File: src/rtl/bitio_pkg.sv
package bitio_pkg;
  localparam int unsigned ADDR_W = 3;

  // write map
  localparam logic [ADDR_W-1:0] A_DIR  = 3'd0;
  localparam logic [ADDR_W-1:0] A_SET  = 3'd1;
  localparam logic [ADDR_W-1:0] A_CLR  = 3'd2;
  localparam logic [ADDR_W-1:0] A_PAT  = 3'd3;
  localparam logic [ADDR_W-1:0] A_CARE = 3'd4;
  localparam logic [ADDR_W-1:0] A_IEN  = 3'd5;
  localparam logic [ADDR_W-1:0] A_STAT = 3'd6;

  // read map
  localparam logic [ADDR_W-1:0] R_PINS = 3'd0;
  localparam logic [ADDR_W-1:0] R_STAT = 3'd1;
endpackage

File: src/rtl/bitio_sync.sv
module bitio_sync #(
  parameter int unsigned WIDTH  = 16,
  parameter int unsigned STAGES = 2
) (
  input  logic             clk_i,
  input  logic             rst_ni,
  input  logic [WIDTH-1:0] d_i,
  output logic [WIDTH-1:0] q_o
);
  logic [WIDTH-1:0] stg_q [STAGES];

  for (genvar g = 0; g < STAGES; g++) begin : g_stage
    always_ff @(posedge clk_i or negedge rst_ni) begin
      if (!rst_ni)     stg_q[g] <= '0;
      else if (g == 0) stg_q[g] <= d_i;
      else             stg_q[g] <= stg_q[(g == 0) ? 0 : g-1];
    end
  end

  assign q_o = stg_q[STAGES-1];
endmodule

File: src/rtl/bitio_regs.sv
module bitio_regs
  import bitio_pkg::*;
#(
  parameter int unsigned WIDTH = 16
) (
  input  logic              clk_i,
  input  logic              rst_ni,
  input  logic              wr_en_i,
  input  logic [ADDR_W-1:0] addr_i,
  input  logic [WIDTH-1:0]  wdata_i,
  output logic [WIDTH-1:0]  dir_o,
  output logic [WIDTH-1:0]  out_o,
  output logic [WIDTH-1:0]  pat_o,
  output logic [WIDTH-1:0]  care_o,
  output logic              ien_o,
  output logic              stat_clr_o
);
  logic [WIDTH-1:0] dir_q, out_q, pat_q, care_q;
  logic             ien_q;

  always_ff @(posedge clk_i or negedge rst_ni) begin
    if (!rst_ni) begin
      dir_q  <= '0;
      out_q  <= '0;
      pat_q  <= '0;
      care_q <= '0;
      ien_q  <= 1'b0;
    end else if (wr_en_i) begin
      unique case (addr_i)
        A_DIR:   dir_q  <= wdata_i;
        A_SET:   out_q  <= out_q | wdata_i;
        A_CLR:   out_q  <= out_q & ~wdata_i;
        A_PAT:   pat_q  <= wdata_i;
        A_CARE:  care_q <= wdata_i;
        A_IEN:   ien_q  <= wdata_i[0];
        default: ;
      endcase
    end
  end

  assign stat_clr_o = wr_en_i && (addr_i == A_STAT) && wdata_i[0];
  assign dir_o  = dir_q;
  assign out_o  = out_q;
  assign pat_o  = pat_q;
  assign care_o = care_q;
  assign ien_o  = ien_q;
endmodule

File: src/rtl/bitio_match.sv
module bitio_match #(
  parameter int unsigned WIDTH = 16
) (
  input  logic             clk_i,
  input  logic             rst_ni,
  input  logic [WIDTH-1:0] sync_i,
  input  logic [WIDTH-1:0] dir_i,
  input  logic [WIDTH-1:0] pat_i,
  input  logic [WIDTH-1:0] care_i,
  input  logic             stat_clr_i,
  output logic             match_o,
  output logic             stat_o
);
  logic [WIDTH-1:0] eff_care;
  logic             match_q, stat_q, rise;

  // output pins drop out of the compare
  assign eff_care = care_i & ~dir_i;
  assign match_o  = ((sync_i ^ pat_i) & eff_care) == '0;
  assign rise     = match_o & ~match_q;

  always_ff @(posedge clk_i or negedge rst_ni) begin
    if (!rst_ni) begin
      match_q <= 1'b1; // empty care mask at reset must not fire
      stat_q  <= 1'b0;
    end else begin
      match_q <= match_o;
      if (rise)            stat_q <= 1'b1;
      else if (stat_clr_i) stat_q <= 1'b0;
    end
  end

  assign stat_o = stat_q;
endmodule

File: src/rtl/bitio_port.sv
module bitio_port
  import bitio_pkg::*;
#(
  parameter int unsigned WIDTH       = 16,
  parameter int unsigned SYNC_STAGES = 2
) (
  input  logic              clk_i,
  input  logic              rst_ni,
  input  logic              wr_en_i,
  input  logic [ADDR_W-1:0] addr_i,
  input  logic [WIDTH-1:0]  wdata_i,
  output logic [WIDTH-1:0]  rdata_o,
  input  logic [WIDTH-1:0]  pad_i,
  output logic [WIDTH-1:0]  pad_o,
  output logic [WIDTH-1:0]  pad_oe_o,
  output logic              irq_o
);
  logic [WIDTH-1:0] dir, out, pat, care, sync_in;
  logic             ien, stat_clr, match, stat;

  bitio_sync #(.WIDTH(WIDTH), .STAGES(SYNC_STAGES)) u_sync (
    .clk_i (clk_i),
    .rst_ni(rst_ni),
    .d_i   (pad_i),
    .q_o   (sync_in)
  );

  bitio_regs #(.WIDTH(WIDTH)) u_regs (
    .clk_i     (clk_i),
    .rst_ni    (rst_ni),
    .wr_en_i   (wr_en_i),
    .addr_i    (addr_i),
    .wdata_i   (wdata_i),
    .dir_o     (dir),
    .out_o     (out),
    .pat_o     (pat),
    .care_o    (care),
    .ien_o     (ien),
    .stat_clr_o(stat_clr)
  );

  bitio_match #(.WIDTH(WIDTH)) u_match (
    .clk_i     (clk_i),
    .rst_ni    (rst_ni),
    .sync_i    (sync_in),
    .dir_i     (dir),
    .pat_i     (pat),
    .care_i    (care),
    .stat_clr_i(stat_clr),
    .match_o   (match),
    .stat_o    (stat)
  );

  logic unused_match;
  assign unused_match = match;

  always_comb begin
    rdata_o = '0;
    unique case (addr_i)
      R_PINS:  rdata_o = (out & dir) | (sync_in & ~dir);
      R_STAT:  rdata_o[0] = stat;
      default: ;
    endcase
  end

  assign pad_o    = out;
  assign pad_oe_o = dir;
  assign irq_o    = stat & ien;
endmodule

File: config.mk
export PLATFORM = sky130hd
export DESIGN_NAME = bitio_port
export DESIGN_NICKNAME = d
export VERILOG_FILES = /design/src/rtl/bitio_pkg.sv /design/src/rtl/bitio_sync.sv /design/src/rtl/bitio_regs.sv /design/src/rtl/bitio_match.sv /design/src/rtl/bitio_port.sv
export SDC_FILE = /design/constraint.sdc
export NUM_CORES = 1
export LEC_CHECK = 0
export BUFFER_PORTS_ARGS = -buffer_cell sky130_fd_sc_hd__buf_4
export CAP_MARGIN = 20
export CORE_MARGIN = 8
export CORE_UTILIZATION = 45
export DETAILED_ROUTE_END_ITERATION = 8
export GPL_TIMING_DRIVEN = 0
export PLACE_DENSITY = 0.68
export SYNTH_ARGS = -nofsm -noshare
export SYNTH_HDL_FRONTEND = slang
export SYNTH_SLANG_ARGS = --single-unit
File: constraint.sdc
create_clock -name clk_i -period 1.7 [get_ports clk_i]
set_input_delay 0.085 -clock clk_i [delete_from_list [all_inputs] [get_ports clk_i]]
set_output_delay 0.085 -clock clk_i [all_outputs]
set_load 0.01 [all_outputs]
==> reports/summary.txt <==
ANT cells -> 0
Post-CTS Setup Inserts -> 0
Worst Setup Path Type -> reg2reg
DR WL/cell -> 17.7 um
Die area -> 12000 um2
Status -> finished, final reports clean
CTS tree -> done
Via count -> 2726
Final ANT Viol Nets -> 0
Die X -> 109 um
RSZ-0062 raised after global routing -> no
CP endpoint kind -> register
Cell Area, Synth -> 3930 um2
Starting Density -> 0.457
FFs w/ async S/R, synth -> 1.00
Synth cell count leaders -> dfrtp_1 (98), mux2_2 (44), a21oi_1 (17)
Setup_tns -> 0 ns
Startpoint Class -> register
Most frequent cell after synthesis -> dfrtp_1
Multi-input logic area -> 1360 um2
Drt initial violations -> 78
Synth warnings -> 0
GRT Total Usage -> 0.163
Net count after synthesis -> 322
Post-cts resize count -> 0
Final Skew -> 0.0147 ns
Vias in the first global route -> 2892
Syn Area/Cell -> 13.8 um2
Crit share post-route -> 0.875
Post-synth top area share -> 0.625
Synth area leaders -> dfrtp_1 (62%), mux2_2 (13%), mux2i_1 (4.1%)
CP bufs+invs -> 0
Worst path cell trace -> xor2_1 -> a32oi_1 -> nand4_1 -> o41ai_1
Max-slew violations -> 0
Post-Route WL -> 9330 um
Largest area contributor in the netlist -> dfrtp_1
Leakage power -> 2.37 nW
Layout cells sized above 1 -> 0.383
Minimum clock period -> 1.49 ns
Antenna violations before repair -> 0
Post-synth EDFFs -> 0
Hold Path Class -> in2reg
TritonCTS Buffers -> 9
Slowest-stage cell, CP -> dfrtp_1
Crit-path leading delay family -> compound AO/OA/AOI/OAI gates
Max IR drop VDD -> 0.653 mV
Layout Utilization -> 0.612
CP Data Required Time -> 1.94 ns
Post-synth top flop -> dfrtp_1
Worst-Margin Slew -> 0.671 ns
Final setup fails -> 0
Fillers -> 722
Cells after Synth -> 284
Clock Tree Root -> clkbuf_8
Fmax -> 0.672 GHz
Worst EP arrival -> 1.73 ns
Avg Vias per Cell -> 5.18
First-pass DRT Iterations -> 4
Area delta synth->final -> 34.0%
I/O pin total -> 87
Nets -> 451
Placer congestion estimate -> 0.750
Power Density -> 1110 nW/um2
Register area -> 2480 um2
Sequential-to-total area share from yosys stat -> 0.631
# DRC -> 0
Largest net degree at the start of global routing -> 55
Congestion Overflow GR -> 0
Endpoints failing hold -> 0
Port-buffer cells -> 84
Max Root-Sink Buffers -> 2
Chip height -> 109 um
# hold bufs at CTS -> 33
Slew headroom -> 0.552
Rows -> 34
Max cap viols -> 0
Fin area -> 5260 um2
Placed cell area -> 4720 um2
Clock sinks -> 99
Flops & latches, synth -> 99
First-pass GRT wire length -> 14800 um
Core ar. -> 8590 um2
Clock slew at reported path FFs -> 0.09 ns
H-tree depth -> 3
Slowest stage delay, CP -> 0.40 ns
CP max FO -> 2
Insertion delay to the later sink of the worst-skew pair -> 0.36 ns
Detailed placement HPWL -> 6450 um
Post-route insts no fill -> 526
Netlist cell types -> 32
Placed cells -> 477
[path summary, 6_finish.rpt]
kind	from	to	slack [ns]	cells after the start
hold / removal	addr_i[0]	u_regs.ien_o$_DFFE_PN0P_	0.14	3
max in group asynchronous	rst_ni	u_regs.care_o[6]$_DFFE_PN0P_	0.77	3
hold reg to reg	u_sync.stg_q[19]$_DFF_PN0_	u_sync.q_o[3]$_DFF_PN0_	0.36	0
min in group asynchronous	rst_ni	u_regs.dir_o[15]$_DFFE_PN0P_	0.26	2
setup / recovery	u_sync.q_o[1]$_DFF_PN0_	u_match.stat_o$_DFFE_PN0P_	0.21	4
setup reg to reg	u_sync.q_o[1]$_DFF_PN0_	u_match.stat_o$_DFFE_PN0P_	0.21	4
[power by group]
part | internal [W] | switching (W) | total [W]
Combinational | 0.000725 | 0.000547 | 0.00127
Sequential | 0.00274 | 0.000275 | 0.00301
Clock | 0.000773 | 0.000796 | 0.00157
[cells by family (layout without fill, tap and decap cells)]
kind of cell,Yosys count,in the layout,synth area share
xor+xnor,17,17,0.0379
mux,61,61,0.170
flops,99,99,0.631
simple gates,48,48,0.0727
buf+inv,16,150,0.0236
compound gates,43,43,0.0647
[worst min-delay path: cells and delay by family]
family	cells	cell delay [ns]
mux	1	0.15
buf+inv	1	0.12
simple gates	1	0.10
[routing by layer]
metal,vias up,part of all wire,routed length (um),GRT usage
li1,1264,-,-,-
met1,1380,0.44,4100,0.208
met2,75,0.49,4580,0.265
met3,7,0.060,557,0.0481
met4,0,0.0093,87,0.0444
met5,-,0,0,0
[layout by cell type, fill, tap and decap left out, types with 11 or more instances in the layout]
cell type | Yosys | routed
a21oi_1 | 17 | 17
a31oi_1 | 16 | 16
buf_4 | 3 | 87
clkbuf_8 | 0 | 11
dfrtp_1 | 98 | 98
dlygate4sd3_1 | 0 | 33
mux2_2 | 44 | 44
mux2i_1 | 16 | 16
nor2_1 | 16 | 16
xor2_1 | 16 | 16
[final cells by class]
class	count	share of cell area
clock inverter	4	0.0107
multi-input combinational	169	0.258
clock buffer	12	0.0295
sequential	99	0.471
timing repair buffer	118	0.188
inverter	4	0.00285
buffer	12	0.0147
tap	108	0.0257
[through the flow]
stage,hold WS (ns),power [W],setup slack [ns]
2_1_floorplan,-0.211,0.00367,0.462
3_3_place_gp,0.194,0.00424,0.166
3_5_place_dp,0.137,0.00429,0.152
4_1_cts,0.120,0.00592,0.176
5_1_grt,0.119,0.00616,0.147
6_report,0.136,0.00585,0.212
(Power assumes the default switching activity.)
